## src/rtl/bcpu_pkg.sv

```systemverilog
package bcpu_pkg;

  typedef enum logic [3:0] {
    OP_LDR  = 4'd0,
    OP_LDI  = 4'd1,
    OP_LDM  = 4'd2,
    OP_ST   = 4'd3,
    OP_PUSH = 4'd4,
    OP_POP  = 4'd5,
    OP_ADD  = 4'd6,
    OP_SUB  = 4'd7,
    OP_MUL  = 4'd8,
    OP_DIV  = 4'd9,
    OP_JP   = 4'd10,
    OP_JZ   = 4'd11,
    OP_AND  = 4'd12,
    OP_OR   = 4'd13,
    OP_XOR  = 4'd14,
    OP_DONE = 4'd15
  } op_e;

  typedef enum logic [2:0] {
    ST_FETCH_A,
    ST_FETCH_B,
    ST_LATCH,
    ST_EXEC,
    ST_POP_RD,
    ST_LOAD,
    ST_HALT
  } state_e;

  localparam int FIELD_W  = 4;
  localparam int ZERO_BIT = 0;
  localparam int KILL_BIT = 7;

endpackage

```

## src/rtl/bcpu_alu.sv

```systemverilog
module bcpu_alu
  import bcpu_pkg::*;
#(
  parameter int DW = 8
) (
  input  op_e           op,
  input  logic [DW-1:0] lhs,
  input  logic [DW-1:0] rhs,
  output logic [DW-1:0] res,
  output logic          zf_upd
);

  logic [2*DW-1:0] prod;
  assign prod = lhs * rhs;

  always_comb begin
    res    = '0;
    zf_upd = 1'b1;
    case (op)
      OP_ADD: res = lhs + rhs;
      OP_SUB: res = lhs - rhs;
      OP_MUL: res = prod[DW-1:0];
      OP_DIV: begin
        if (rhs == '0) begin
          res    = '1;
          zf_upd = 1'b0;
        end else begin
          res = lhs / rhs;
        end
      end
      OP_AND: res = lhs & rhs;
      OP_OR:  res = lhs | rhs;
      OP_XOR: res = lhs ^ rhs;
      default: zf_upd = 1'b0;
    endcase
  end

endmodule

```

## src/rtl/bcpu_regfile.sv

```systemverilog
module bcpu_regfile #(
  parameter  int DW   = 8,
  parameter  int NREG = 8,
  localparam int RAW  = $clog2(NREG)
) (
  input  logic               clk,
  input  logic               rst,
  input  logic               we,
  input  logic [RAW-1:0]     waddr,
  input  logic [DW-1:0]      wdata,
  input  logic [RAW-1:0]     ra_a,
  input  logic [RAW-1:0]     ra_b,
  input  logic [RAW-1:0]     ra_c,
  output logic [DW-1:0]      rd_a,
  output logic [DW-1:0]      rd_b,
  output logic [DW-1:0]      rd_c,
  output logic [NREG*DW-1:0] dbg_flat
);

  logic [DW-1:0] regs [NREG];

  always_ff @(posedge clk) begin
    if (rst) begin
      for (int i = 0; i < NREG; i++) regs[i] <= '0;
    end else if (we) begin
      regs[waddr] <= wdata;
    end
  end

  assign rd_a = regs[ra_a];
  assign rd_b = regs[ra_b];
  assign rd_c = regs[ra_c];

  for (genvar g = 0; g < NREG; g++) begin : g_dbg
    assign dbg_flat[g*DW +: DW] = regs[g];
  end

  // a write lands in the addressed register on the next cycle
  p_write_lands_r4: assert property (@(posedge clk) disable iff (rst)
    we |=> regs[$past(waddr)] == $past(wdata));

endmodule

```

## src/rtl/byte_cpu_core.sv

```systemverilog
module byte_cpu_core
  import bcpu_pkg::*;
#(
  parameter  int DW       = 8,
  parameter  int NREG     = 8,
  localparam int AW       = 2 * DW,
  localparam int RAW      = $clog2(NREG)
) (
  input  logic               clk,
  input  logic               rst,
  output logic [AW-1:0]      mem_addr,
  output logic               mem_rd,
  output logic               mem_we,
  output logic [DW-1:0]      mem_wdata,
  input  logic [DW-1:0]      mem_rdata,
  output logic               halted,
  output logic [NREG*DW-1:0] dbg_regs,
  output logic [AW-1:0]      dbg_pc,
  output logic [AW-1:0]      dbg_sp,
  output logic [DW-1:0]      dbg_flags
);

  localparam int IW = 2 * DW;

  state_e        st;
  logic [AW-1:0] pc, sp;
  logic [DW-1:0] flags;
  logic [DW-1:0] ir_hi;
  logic [IW-1:0] ir;
  logic          halted_q;

  op_e            op;
  logic [RAW-1:0] fa, fb, fc;
  logic [DW-1:0]  imm;
  logic [DW-1:0]  rd_a, rd_b, rd_c;
  logic [DW-1:0]  alu_res;
  logic           alu_zf;
  logic           is_alu;
  logic           rf_we;
  logic [DW-1:0]  rf_wdata;
  logic [AW-1:0]  jump_tgt;
  logic           zf_load;

  assign op  = op_e'(ir[IW-1 -: FIELD_W]);
  assign fa  = ir[2*FIELD_W +: RAW];
  assign fb  = ir[FIELD_W +: RAW];
  assign fc  = ir[0 +: RAW];
  assign imm = ir[DW-1:0];

  assign is_alu = (op == OP_ADD) || (op == OP_SUB) || (op == OP_MUL) ||
                  (op == OP_DIV) || (op == OP_AND) || (op == OP_OR)  ||
                  (op == OP_XOR);

  assign jump_tgt = {rd_a, rd_b};

  bcpu_regfile #(.DW(DW), .NREG(NREG)) u_rf (
    .clk      (clk),
    .rst      (rst),
    .we       (rf_we),
    .waddr    (fa),
    .wdata    (rf_wdata),
    .ra_a     (fa),
    .ra_b     (fb),
    .ra_c     (fc),
    .rd_a     (rd_a),
    .rd_b     (rd_b),
    .rd_c     (rd_c),
    .dbg_flat (dbg_regs)
  );

  bcpu_alu #(.DW(DW)) u_alu (
    .op     (op),
    .lhs    (rd_b),
    .rhs    (rd_c),
    .res    (alu_res),
    .zf_upd (alu_zf)
  );

  // register write port
  always_comb begin
    rf_we    = 1'b0;
    rf_wdata = alu_res;
    zf_load  = 1'b0;
    if (st == ST_LOAD) begin
      rf_we    = 1'b1;
      rf_wdata = mem_rdata;
      zf_load  = 1'b1;
    end else if (st == ST_EXEC) begin
      case (op)
        OP_LDR: begin rf_we = 1'b1; rf_wdata = rd_b; zf_load = 1'b1; end
        OP_LDI: begin rf_we = 1'b1; rf_wdata = imm;  zf_load = 1'b1; end
        default: begin
          rf_we   = is_alu;
          zf_load = is_alu && alu_zf;
        end
      endcase
    end
  end

  // memory port
  always_comb begin
    mem_addr  = pc;
    mem_rd    = 1'b0;
    mem_we    = 1'b0;
    mem_wdata = rd_c;
    case (st)
      ST_FETCH_A: mem_rd = 1'b1;
      ST_FETCH_B: begin
        mem_addr = pc + AW'(1);
        mem_rd   = 1'b1;
      end
      ST_EXEC: begin
        case (op)
          OP_LDM: begin
            mem_addr = {rd_b, rd_c};
            mem_rd   = 1'b1;
          end
          OP_ST: begin
            mem_addr  = {rd_a, rd_b};
            mem_we    = 1'b1;
            mem_wdata = rd_c;
          end
          OP_PUSH: begin
            mem_addr  = sp;
            mem_we    = 1'b1;
            mem_wdata = rd_a;
          end
          default: ;
        endcase
      end
      ST_POP_RD: begin
        mem_addr = sp;
        mem_rd   = 1'b1;
      end
      default: ;
    endcase
  end

  // sequencer
  always_ff @(posedge clk) begin
    if (rst) begin
      st       <= ST_FETCH_A;
      pc       <= '0;
      sp       <= '1;
      flags    <= '0;
      ir_hi    <= '0;
      ir       <= '0;
      halted_q <= 1'b0;
    end else begin
      if (zf_load) flags[ZERO_BIT] <= (rf_wdata == '0);
      case (st)
        ST_FETCH_A: st <= ST_FETCH_B;
        ST_FETCH_B: begin
          ir_hi <= mem_rdata;
          st    <= ST_LATCH;
        end
        ST_LATCH: begin
          ir <= {ir_hi, mem_rdata};
          pc <= pc + AW'(2);
          st <= ST_EXEC;
        end
        ST_EXEC: begin
          st <= ST_FETCH_A;
          case (op)
            OP_LDM:  st <= ST_LOAD;
            OP_PUSH: sp <= sp - AW'(1);
            OP_POP: begin
              sp <= sp + AW'(1);
              st <= ST_POP_RD;
            end
            OP_JP:   pc <= jump_tgt;
            OP_JZ:   if (flags[ZERO_BIT]) pc <= jump_tgt;
            OP_DONE: begin
              flags[KILL_BIT] <= 1'b1;
              halted_q        <= 1'b1;
              st              <= ST_HALT;
            end
            default: ;
          endcase
        end
        ST_POP_RD: st <= ST_LOAD;
        ST_LOAD:   st <= ST_FETCH_A;
        default:   st <= ST_HALT;
      endcase
    end
  end

  assign halted    = halted_q;
  assign dbg_pc    = pc;
  assign dbg_sp    = sp;
  assign dbg_flags = flags;

  // one access kind per cycle
  p_rd_we_excl_r12: assert property (@(posedge clk) disable iff (rst)
    !(mem_rd && mem_we));

  // a halted core stays halted, quiet and frozen
  p_halt_quiet_r11: assert property (@(posedge clk) disable iff (rst)
    halted |-> (!mem_rd && !mem_we));
  p_halt_hold_r11: assert property (@(posedge clk) disable iff (rst)
    halted |=> (halted && $stable(dbg_pc)));

  // latching a fetched word advances PC by two
  p_pc_step_r2: assert property (@(posedge clk) disable iff (rst)
    (st == ST_LATCH) |=> (dbg_pc == $past(dbg_pc) + AW'(2)));

  // push writes at the old SP, then SP has moved down by one
  p_push_order_r6: assert property (@(posedge clk) disable iff (rst)
    (st == ST_EXEC && op == OP_PUSH) |-> (mem_we && mem_addr == dbg_sp));
  p_push_dec_r6: assert property (@(posedge clk) disable iff (rst)
    (st == ST_EXEC && op == OP_PUSH) |=> (dbg_sp == $past(dbg_sp) - AW'(1)));

  // a zero divisor produces all ones and keeps the zero flag
  p_div_zero_r8: assert property (@(posedge clk) disable iff (rst)
    (st == ST_EXEC && op == OP_DIV && rd_c == '0) |=>
      (dbg_flags[ZERO_BIT] == $past(dbg_flags[ZERO_BIT])));

endmodule

```

## config.mk

```make
export PLATFORM = sky130hd
export DESIGN_NAME = byte_cpu_core
export DESIGN_NICKNAME = d
export VERILOG_FILES = /design/src/rtl/bcpu_pkg.sv /design/src/rtl/bcpu_alu.sv /design/src/rtl/bcpu_regfile.sv /design/src/rtl/byte_cpu_core.sv
export SDC_FILE = /design/constraint.sdc
export NUM_CORES = 1
export LEC_CHECK = 0
export CAP_MARGIN = 20
export CORE_MARGIN = 2
export CORE_UTILIZATION = 29
export CTS_CLUSTER_SIZE = 28
export DETAILED_ROUTE_END_ITERATION = 12
export PLACE_DENSITY = 0.57
export SYNTH_ARGS = -nofsm -noshare
export SYNTH_HDL_FRONTEND = slang
export SYNTH_SLANG_ARGS = --single-unit
```

## constraint.sdc

```tcl
create_clock -name clk -period 20.3 [get_ports clk]
set_clock_uncertainty 0.2 [all_clocks]
set_input_delay 2.03 -clock clk [delete_from_list [all_inputs] [get_ports clk]]
set_output_delay 2.03 -clock clk [all_outputs]
set_load 0.01 [all_outputs]
```

Yosys cells after proc, flatten, opt, wreduce, memory -nomap -nowiden
Memory sizes are Yosys's and may differ from the RTL's. A register that Yosys moved wholly into a read port is not among the register bits.
Cells that the tools add are included.

storage, ports and cells
  bits in registers = 61
  bits in writable memories = 64
  input port bits = 10
  output and inout port bits = 131
  logic and storage cells = 103
  memories = 1

operators by class
  add/sub/neg operators = 6
  multiply operators = 1
  div/mod/pow operators = 1
  equal/unequal tests = 22
  multiplexer cells = 41
  bitwise operators = 3
  reductions and logical operators = 21

memories
  memory     depth  width  rd ports  clocked after Yosys merged registers in  write ports  line                RTL
  u_rf.regs  8      8      11        3                                        8            bcpu_regfile.sv:20  logic [DW-1:0] regs [NREG];

operators by type and width
  cell                     count
  $pmux W16 S2             3
  $pmux W16 S3             2
  $pmux W8 S7              1
  $mux W8                  6
  $add A16 B1 Y16 const B  2
  $eq A4 B4 Y1 const B     8
  $mux W3                  7
  $pmux W3 S6              1
  $add A16 B2 Y16 const B  1
  $eq A4 B3 Y1 const B     4
  $logic_not A8 Y1         2
  $mux W1                  16
  $mux W16                 1
  $pmux W8 S2              1
  $sub A16 B1 Y16 const B  1
  $pmux W3 S3              1
  $add A8 B8 Y8            1
  $and A8 B8 Y8            1
  $div A8 B8 Y8            1
  $eq A4 B2 Y1 const B     2
  $mul A8 B8 Y8            1
  $or A8 B8 Y8             1
  $reduce_or A8 Y1         1
  $sub A8 B8 Y8            1
  other kinds (18)         29

Logic depth before layout (Yosys ltp)
Gate-level depths: netlist of the first run.

  depth after elaboration = 15
  mapped depth = 62
  depth with buffers taken out = 56

Cells and area by module
From an unflattened synthesis of the first run, not the netlist that was laid out.

second synthesis, totals
  cell total of the unflattened synthesis = 1338
  area total of the unflattened synthesis = 12087.8 um^2

by module, submodules not included
  module         times used  cells each  area an instance (um^2)
  byte_cpu_core  1           638         4639.4
  bcpu_regfile   1           251         4065.1
  bcpu_alu       1           449         3383.2

Worst setup path before layout of the first run
Ideal clock, no wire load.

  path kind = register to register
  from = register with a tool-made name
  to = register flags[0] (netlist: dbg_flags[0])
  arrival = 12.572 ns
  required time = 20.040 ns
  path slack = 7.468 ns
  stages on the path, launching flop included = 56
  buffers on the path = 4
  period minus slack after synthesis = 12.832 ns
  path through = dfxtp_1 > buf_6 > buf_6 > mux4_2 > mux2_4 > inv_1 > ha_1 > a31oi_1 > ha_1 > or4b_2 > o311ai_0 > a22oi_1 > ha_1 > o21a_1 > o2111ai_1 > mux2i_1 > ha_1 > o21a_1 > (+20 left out) > ha_1 > nand2_1 > o21ai_0 > a21o_1 > a21oi_1 > o21ai_0 > and2_1 > buf_1 > mux2_2 > ha_1 > a21oi_1 > a21boi_0 > o211ai_1 > a21oi_1 > o31a_1 > o22ai_1 > and4b_1 > a41o_1

RTL lines
  item                            line                  RTL
  end signal: indexed assignment  byte_cpu_core.sv:150  if (zf_load) flags[ZERO_BIT] <= (rf_wdata == '0);
  end: declaration                byte_cpu_core.sv:27   logic [DW-1:0] flags;

==> out/results.ini, run 1 <==
[timing]
fmax_mhz=67.3
fin_crit_ns=14.86
drv_slew=0
tns_ns=0
setup_violations=0
min_period_over_period=0.732
worst_slack_ns=5.44
rsz0062_at_grt=false
slew_headroom=0.324
hold_viol_final=0
worst_pin_slew_ns=1.01

[clock_network]
cts_sinks=132
path_clk_slew_ns=0.06
insertion_delay_ns=0.44
cts_root_buffer=clkbuf_16
htree_levels=4
cts_buffer_depth=2
cts_tree=yes
cts_hold_buf=0
cts_setup_buffers=0
cts.repair.resized=0
cts_buffers=17

[critical_path]
cp_slowest_stage_delay_ns=0.96
cp.arrival_ns=15.04
crit_buf_inv=2
cpLargestDelayFamily=compound AO/OA/AOI/OAI gates
path_max_fanout=14
timing.critical_path.mode_cell=ha_1
slowest_stage=dfxtp_1
crit_path_end_kind=register
required_ns=20.48
path_class=reg2reg
worstSetupStartpointType=register

[global_route]
track_usage=0.205
grt_pass1_vias=10500
grt_max_degree=70
grt_overflow=0
grt_antenna_before_repair=0
grt_pass1_wl_um=64500

[run_status]
status=finished clean

[placed_design]
place_ws_ns=5.76
io_buffer_count=134
dpl_cell_area_sq_mm=0.0135
dp.cells=1918
place_congestion=0.939
place_hpwl_um=32700

[floorplanning]
initial_core_util=0.295
die_height_um=205
dieArea_sq_mm=0.0422
die_w_um=205
design.core.area_sq_mm=0.0399
io_pins=141
rows=73

[synthesis]
synthCells=1314
synth_compound_area_frac=0.175
syn_area_per_cell_sq_um=8.95
synth-simple-area-share=0.178
synth_cell_types=83
synth_async_sr_flop_share=0
ys_seq_area_frac=0.279
synth_xor_area_frac=0.0450
synth_area_sq_mm=0.0118
synth_top_family_by_area=simple AND/OR/NAND/NOR gates
synth_area_leader_cell=edfxtp_1
yosys_warnings=0
synthAdderAreaFrac=0.125
synthMuxAreaShare=0.148
synthTopCellsByArea=edfxtp_1 (16%), dfxtp_1 (12%), ha_1 (10%)
synth_top_area_frac=0.163
synth-seq-cells=132
synth_edf_count=64
synth-main-ff-cell=dfxtp_1

[routing]
avgViaCountPerCell=5.60
routed_wl_um=43000
drt_first_pass_iters=5
num_vias=10900
initialDrtViolationCount=1091
avgRoutedWirePerCell_um=22.0
ant_nets=0
remaining_drc_errors=0

[pwr]
ir_drop_mv=0.0509
powerDensity_mw_per_mm2=73.1
leakage_nw=5.26

[cells_and_area]
area_growth_pct=20.2
fill_cells=4067
drive_above_1_share=0.0945
fin_cells=1953
final_nets=1534
n_antenna_cell=0
design_area_sq_mm=0.0141

[worst_hold_path]
hp-class=reg2reg

[run]
max_cap_viol_count=0

-- worst min-delay path, stage by stage, from the launching register on --
cell and delay [ns]:
dfxtp_1 0.31, nand2_1 0.05, a21oi_1 0.05
-- power by group --
| part | total [W] | internal, W | switching, W |
|---|---|---|---|
| clock network | 0.000312 | 0.000172 | 0.000140 |
| logic | 0.000419 | 0.000181 | 0.000238 |
| registers | 0.000303 | 0.000287 | 0.0000161 |
-- cell type report --
cell class,instances,area (sq um),area share
Multi-Input combinational cell,1054,7910,0.559
Sequential cell,132,3280,0.232
Timing Repair Buffer,155,1490,0.106
Tap cell,525,657,0.0464
Clock buffer,19,464,0.0328
Inverter,55,206,0.0146
Clock inverter,13,124,0.00876
-- routing by layer --
layer	global-route usage	vias up	share of wire
met2	0.327	486	0.46
met1	0.273	5378	0.43
met3	0.0291	94	0.063
met5	0	-	0
met4	0.0956	0	0.044
li1	-	4988	-
-- cells in the mapped netlist, types with 20 or more instances --
| library cell | instances |
|---|---|
| a21oi_1 | 89 |
| clkbuf_1 | 50 |
| dfxtp_1 | 68 |
| edfxtp_1 | 64 |
| ha_1 | 95 |
| inv_1 | 53 |
| mux2i_1 | 44 |
| mux4_2 | 41 |
| nand2_1 | 136 |
| nand2b_1 | 23 |
| nand3_1 | 22 |
| nor2_1 | 182 |
| nor3_1 | 20 |
| o21ai_0 | 63 |
| xnor2_1 | 35 |
| xor2_1 | 21 |
-- flip-flops by register name (all words and copies together) (netlist names), named ones only --
name and flops:
dbg_flags 2, dbg_sp 16, dbg_pc 16, u_rf.regs 64
ir_hi 7, st 3, ir 15
-- per-stage QoR --
| stage | utilization | power (W) | hold slack [ns] |
|---|---|---|---|
| floorplan | - | 0.000607 | 0.232 |
| global placement | 0.339 | 0.000714 | 0.237 |
| detailed placement | 0.339 | 0.000721 | 0.242 |
| CTS | 0.354 | 0.00104 | 0.248 |
| global route | 0.354 | 0.00109 | 0.275 |
| finish | 0.354 | 0.00103 | 0.244 |
-- final timing paths --
path	start	cells past startpoint	end	slack (ns)
min	ir_hi[4]$_SDFFE_PP0P_	2	ir[12]$_SDFFE_PP0P_	0.24
min reg2reg	ir_hi[4]$_SDFFE_PP0P_	2	ir[12]$_SDFFE_PP0P_	0.24
max reg2reg	register	54	dbg_flags[0]$_SDFFE_PP0P_	5.44
max	register	54	dbg_flags[0]$_SDFFE_PP0P_	5.44
-- kinds of logic (layout without fill, tap and decap cells) --
kind of cell | after synthesis | in the layout
flops | 132 | 132
other cells | 1 | 6
xor+xnor | 58 | 58
compound gates | 310 | 310
mux | 109 | 109
simple gates | 462 | 462
buf+inv | 133 | 242
fa+ha+maj | 109 | 109
-- cell usage in the layout (no fill, tap or decap), types with 41 or more instances in the layout --
| cell type | count |
|---|---|
| edfxtp_1 | 64 |
| inv_1 | 53 |
| dfxtp_1 | 67 |
| mux2i_1 | 44 |
| mux4_2 | 41 |
| o21ai_0 | 63 |
| ha_1 | 95 |
| a21oi_1 | 89 |
| nand2_1 | 136 |
| nor2_1 | 181 |
| clkdlybuf4s50_1 | 133 |
Note: power is estimated with default switching activity, not from simulation.
==> run 2, diff against run 1 <==
==> constraint.sdc (replaced) <==
create_clock -name clk -period 14 [get_ports clk]
set_clock_uncertainty 0.2 [all_clocks]
set_input_delay 1.4 -clock clk [delete_from_list [all_inputs] [get_ports clk]]
set_output_delay 1.4 -clock clk [all_outputs]
set_load 0.01 [all_outputs]
==> run 2 against run 1 <==
  * Hold slack improved by 0.0060 ns
  * Maximum frequency increased by 13%
  * Critical path depth increased by 1
  * Largest cell class unchanged
==> out/results.ini, run 2 (synthesis results as in run 1) <==
[global_route]
grt_overflow=0  ; unchanged
grt_pass1_wl_um=64900  ; +0.63%
grt_antenna_before_repair=0  ; unchanged
grt_max_degree=71  ; +1.4%
track_usage=0.203  ; -0.00126
grt_pass1_vias=10500  ; -0.63%

[clock_network]
cts_sinks=132  ; unchanged
insertion_delay_ns=0.45  ; about the same
cts_root_buffer=clkbuf_16
cts_buffer_depth=2  ; unchanged
cts_setup_buffers=0  ; unchanged
path_clk_slew_ns=0.08  ; +0.02 ns
cts_buffers=17  ; unchanged
cts_hold_buf=0  ; unchanged
cts_tree=yes
htree_levels=4  ; unchanged
cts.repair.resized=0  ; unchanged

[pwr]
leakage_nw=5.34  ; +1.6%
p_sw_frac=0.372  ; -0.00868
comb_power_share=0.405  ; about the same
powerDensity_mw_per_mm2=105  ; +44%
p_clk_frac=0.305  ; +0.003
ir_drop_mv=0.0762  ; +50%
seqPwrFrac=0.290  ; -0.003
switchingPower_w=0.000559  ; +42%
p_int_w=0.000943  ; +47%

[cells_and_area]
largest_reg_flops=64  ; unchanged
area_growth_pct=21.6
n_antenna_cell=0  ; unchanged
final_nets=1547  ; +0.85%
drive_above_1_share=0.103  ; +0.00886
layout_commonest_cell=nor2_1
regMostFlops=u_rf.regs
mostFrequentLayoutCells=nor2_1 (181), nand2_1 (136), clkdlybuf4s50_1 (133), ha_1 (95), a21oi_1 (89)

[timing]
drv_slew=0  ; unchanged
tns_ns=0  ; unchanged
hold_viol_final=0  ; unchanged
fin_crit_ns=13.20  ; -1.67 ns
slew_headroom=0.216  ; -0.108
min_period_over_period=0.943  ; +0.211
fmax_mhz=75.8  ; +13%
setup_violations=0  ; unchanged
rsz0062_at_grt=false
hold_slack_ns=0.250  ; +0.00600 ns
worst_pin_slew_ns=1.17  ; +0.155 ns

[critical_path]
worstSetupStartpointType=register
cp_slowest_stage_delay_ns=0.63  ; -0.33 ns
path_max_fanout=27  ; +13
slowest_stage=or4b_2
timing.critical_path.mode_cell=ha_1
cp.arrival_ns=13.39  ; -1.65 ns
crit_path_end_kind=register
path_class=reg2reg
required_ns=14.19  ; -6.29 ns

[routing]
avgViaCountPerCell=5.55  ; -0.96%
ant_nets=0  ; unchanged
initialDrtViolationCount=1097  ; +0.55%
routed_wl_um=42700  ; -0.60%
remaining_drc_errors=0  ; unchanged
num_vias=10900  ; -0.30%
drt_first_pass_iters=6  ; +1
avgRoutedWirePerCell_um=21.7  ; -1.3%

[floorplanning]
die_w_um=205  ; unchanged
die_height_um=205  ; unchanged
rows=73  ; unchanged
initial_core_util=0.295  ; unchanged
dieArea_sq_mm=0.0422  ; unchanged
io_pins=141  ; unchanged
design.core.area_sq_mm=0.0399  ; unchanged

[worst_hold_path]
hp-class=reg2reg

[run_status]
status=finished clean

[placed_design]
place_congestion=0.948  ; +0.99%
io_buffer_count=134  ; unchanged
place_hpwl_um=32600  ; -0.30%

[run]
max_cap_viol_count=0  ; unchanged

## run 2: worst max-delay path, delay by kind of cell (launching register included)
| family | cells | cell delay [ns] |
|---|---|---|
| buffers and inverters | 3 | 0.72 |
| flip-flops | 1 | 0.33 |
| multiplexers | 7 | 2.51 |
| AO/OA/AOI/OAI | 29 | 5.01 |
| AND/OR/NAND/NOR | 9 | 2.27 |
| adder cells (fa/ha/maj) | 7 | 2.05 |
## run 2: through the flow
stage / instances / power, W / util / setup slack (ns) / instance area, sq um
floorplan: 1319 / 0.000880 / - / 1.17 / 11800
global placement: 1930 / 0.00103 / 0.341 / 0.915 / 13600
detailed placement: 1930 / 0.00104 / 0.341 / 0.492 / 13600
CTS: 1962 / 0.00150 / 0.356 / 0.438 / 14200
global route: 1966 / 0.00159 / 0.358 / 0.0191 / 14300
finish: 1966 / 0.00150 / 0.358 / 0.802 / 14300
## run 2: power groups by stage
| stage | logic, W | registers, W | clock network, W |
|---|---|---|---|
| after global routing | 0.000676 | 0.000437 | 0.000478 |
| after detailed placement | 0.000599 | 0.000444 | 0 |
| final | 0.000608 | 0.000436 | 0.000458 |
| after global placement | 0.000588 | 0.000444 | 0 |
| after floorplan | 0.000442 | 0.000437 | 0 |
| after CTS | 0.000603 | 0.000435 | 0.000462 |
## run 2: routing by layer
metal  wire length [um]  vias to the layer above  global-route usage
li1                   -                     5012                   -
met1              19100                     5337               0.284
met5                  0                        -                   0
met3               2790                       76              0.0295
met4               1390                        0              0.0701
met2              19500                      488               0.321
## run 2: path summary, 6_finish.rpt
kind / from / endpoint / slack [ns] / cells past startpoint
worst max-delay path: register / dbg_flags[0]$_SDFFE_PP0P_ / 0.80 / 55
worst max register to register: register / dbg_flags[0]$_SDFFE_PP0P_ / 0.80 / 55
worst min register to register: ir_hi[4]$_SDFFE_PP0P_ / ir[12]$_SDFFE_PP0P_ / 0.25 / 2
worst min-delay path: ir_hi[4]$_SDFFE_PP0P_ / ir[12]$_SDFFE_PP0P_ / 0.25 / 2
## run 2: area by class of cell
cell class	instances	area, sq um
multi-input cells	1054	7930
inverters	55	206
clock inverters	11	103
clock buffers	21	493
flip-flops and latches	132	3280
well taps	525	657
fillers	3994	25600
repair buffers	168	1630
==> run 3, diff against run 2 <==
--- a/config.mk
+++ b/config.mk
@@ -10,7 +10,9 @@
 export CORE_UTILIZATION = 29
 export CTS_CLUSTER_SIZE = 28
 export DETAILED_ROUTE_END_ITERATION = 12
+export GPL_TIMING_DRIVEN = 1
 export PLACE_DENSITY = 0.57
+export SLEW_MARGIN = 15
 export SYNTH_ARGS = -nofsm -noshare
 export SYNTH_HDL_FRONTEND = slang
 export SYNTH_SLANG_ARGS = --single-unit
==> run 3 against run 2 <==
  * Highest routed layer unchanged
  * Flip-flop and latch count stayed put
  * Critical path type unchanged
  * Die area unchanged
  * Hold slack barely moved
  * Setup slack worse by 0.037 ns
  * Clock-buffer cell count did not move
  * Critical endpoint unchanged
  * Total power barely moved
  * Non-clock buffer count decreased by 1
  * Maximum frequency down 0.28%
==> out/results.ini, run 3 (synthesis results as in run 1) <==
[floorplanning]
die_w_um=205  ; unchanged
dieArea_sq_mm=0.0422  ; unchanged
io_pins=141  ; unchanged
die_height_um=205  ; unchanged
design.core.area_sq_mm=0.0399  ; unchanged
initial_core_util=0.295  ; unchanged
rows=73  ; unchanged

[clock_network]
insertion_delay_ns=0.45  ; about the same
cts_buffer_depth=2  ; unchanged
cts_root_buffer=clkbuf_16
htree_levels=4  ; unchanged
cts_hold_buf=0  ; unchanged
cts_setup_buffers=0  ; unchanged
path_clk_slew_ns=0.07  ; about the same
cts.repair.resized=0  ; unchanged
cts_buffers=17  ; unchanged
cts_sinks=132  ; unchanged
cts_tree=yes

[routing]
ant_nets=0  ; unchanged
routed_wl_um=42800  ; +0.18%
drt_first_pass_iters=6  ; unchanged
initialDrtViolationCount=1008  ; -8.1%
remaining_drc_errors=0  ; unchanged
avgRoutedWirePerCell_um=21.8  ; +0.23%
num_vias=11000  ; +0.83%
avgViaCountPerCell=5.60  ; +0.89%

[critical_path]
worst-r2r-cell-count=55  ; unchanged
crit_path_end_kind=register
path_class=reg2reg
cp.arrival_ns=13.43  ; +0.04 ns
endpoint=dbg_flags[0]$_SDFFE_PP0P_
r2r-end=dbg_flags[0]$_SDFFE_PP0P_
cp_slowest_stage_delay_ns=0.63  ; about the same
timing.critical_path.mode_cell=ha_1
path_max_fanout=27  ; unchanged
r2r_slack_ns=0.77  ; -0.04 ns
required_ns=14.19  ; about the same
crit_buf_inv=3  ; unchanged
slowest_stage=or4b_2
crit_cells=55  ; unchanged
cpLargestDelayFamily=compound AO/OA/AOI/OAI gates
worstSetupStartpointType=register

[pwr]
leakage_nw=5.33  ; -0.29%
powerDensity_mw_per_mm2=105  ; +0.18%
ir_drop_mv=0.0760  ; -0.25%

[cells_and_area]
n_antenna_cell=0  ; unchanged
mostFrequentLayoutCells=nor2_1 (181), nand2_1 (136), clkdlybuf4s50_1 (133), ha_1 (95), a21oi_1 (89)
fin_util=0.358  ; -0.000627
regMostFlops=u_rf.regs
fill_cells=4000  ; +0.15%
fin_cells=1965  ; -0.051%
largest_reg_flops=64  ; unchanged
area_growth_pct=21.4
design_area_sq_mm=0.0143  ; -0.18%
drive_above_1_share=0.103  ; about the same
layout_commonest_cell=nor2_1
final_nets=1546  ; -0.065%

[placed_design]
dp.cells=1930  ; unchanged
place_congestion=0.948  ; unchanged
io_buffer_count=134  ; unchanged
dpl_cell_area_sq_mm=0.0136  ; unchanged
place_hpwl_um=32600  ; unchanged

[timing]
slew_headroom=0.198  ; -0.0180
tns_ns=0  ; unchanged
fin_crit_ns=13.23  ; +0.0367 ns
min_period_over_period=0.945  ; +0.00262
setup_violations=0  ; unchanged
drv_slew=0  ; unchanged
hold_viol_final=0  ; unchanged
worst_pin_slew_ns=1.19  ; +0.0268 ns
fmax_mhz=75.6  ; -0.28%
rsz0062_at_grt=false

[global_route]
grt_antenna_before_repair=0  ; unchanged
grt_pass1_vias=10500  ; unchanged
track_usage=0.203  ; unchanged
grt_pass1_wl_um=64900  ; unchanged
grt_max_degree=71  ; unchanged
grt_overflow=0  ; unchanged

[run_status]
status=finished clean

[run]
max_cap_viol_count=0  ; unchanged

[worst_hold_path]
hp-class=reg2reg

## run 3: changes by cell type in the layout (fill, tap and decap cells not counted)
cell	delta
buf_16	-2
buf_2	-1
buf_4	-1
buf_8	+2
clkbuf_4	+1
nor3_1	-1
nor3_2	+1
## run 3: worst min-delay path, delay by kind of cell (launching register included)
kind	cells	cell delay [ns]
flip-flops	1	0.31
AND/OR/NAND/NOR	1	0.05
AO/OA/AOI/OAI	1	0.05
## run 3: layer usage
metal	part of all wire	track usage
met1	0.45	0.284
met2	0.46	0.321
met3	0.068	0.0295
met4	0.031	0.0701
met5	0	0
## run 3: cell type report
| class | instances | area, sq um | share of cell area |
|---|---|---|---|
| clock inverters | 11 | 103 | 0.00718 |
| multi-input cells | 1054 | 7940 | 0.556 |
| well taps | 525 | 657 | 0.0460 |
| flip-flops and latches | 132 | 3280 | 0.230 |
| inverters | 55 | 206 | 0.0145 |
| clock buffers | 21 | 493 | 0.0345 |
| repair buffers | 167 | 1600 | 0.112 |
## run 3: power by group
group / switching, W / internal [W] / leakage (nW)
combinational: 0.000342 / 0.000267 / 3.82
sequential: 0.0000192 / 0.000417 / 1.21
clock: 0.000198 / 0.000259 / 0.292
total: 0.000559 / 0.000943 / 5.33
## run 3: stage by stage
step                setup slack (ns)  power [W]  hold WS, ns
floorplan                       1.17   0.000880        0.232
global placement               0.915    0.00103        0.238
detailed placement             0.492    0.00104        0.244
CTS                            0.438    0.00150        0.253
global route                  0.0191    0.00159        0.270
finish                         0.765    0.00150        0.251
## run 3: worst min-delay path by stage
stage | cells past startpoint | start | endpoint | slack (ns)
5_1_grt | 2 | ir_hi[5]$_SDFFE_PP0P_ | ir_hi[5]$_SDFFE_PP0P_ | 0.27
3_5_place_dp | 2 | ir_hi[4]$_SDFFE_PP0P_ | ir[12]$_SDFFE_PP0P_ | 0.24
6_report | 2 | ir_hi[4]$_SDFFE_PP0P_ | ir[12]$_SDFFE_PP0P_ | 0.25
3_3_place_gp | 2 | ir_hi[4]$_SDFFE_PP0P_ | ir[12]$_SDFFE_PP0P_ | 0.24
2_1_floorplan | 2 | ir_hi[7]$_SDFFE_PP0P_ | ir[15]$_SDFFE_PP0P_ | 0.23
4_1_cts | 2 | ir_hi[4]$_SDFFE_PP0P_ | ir[12]$_SDFFE_PP0P_ | 0.25
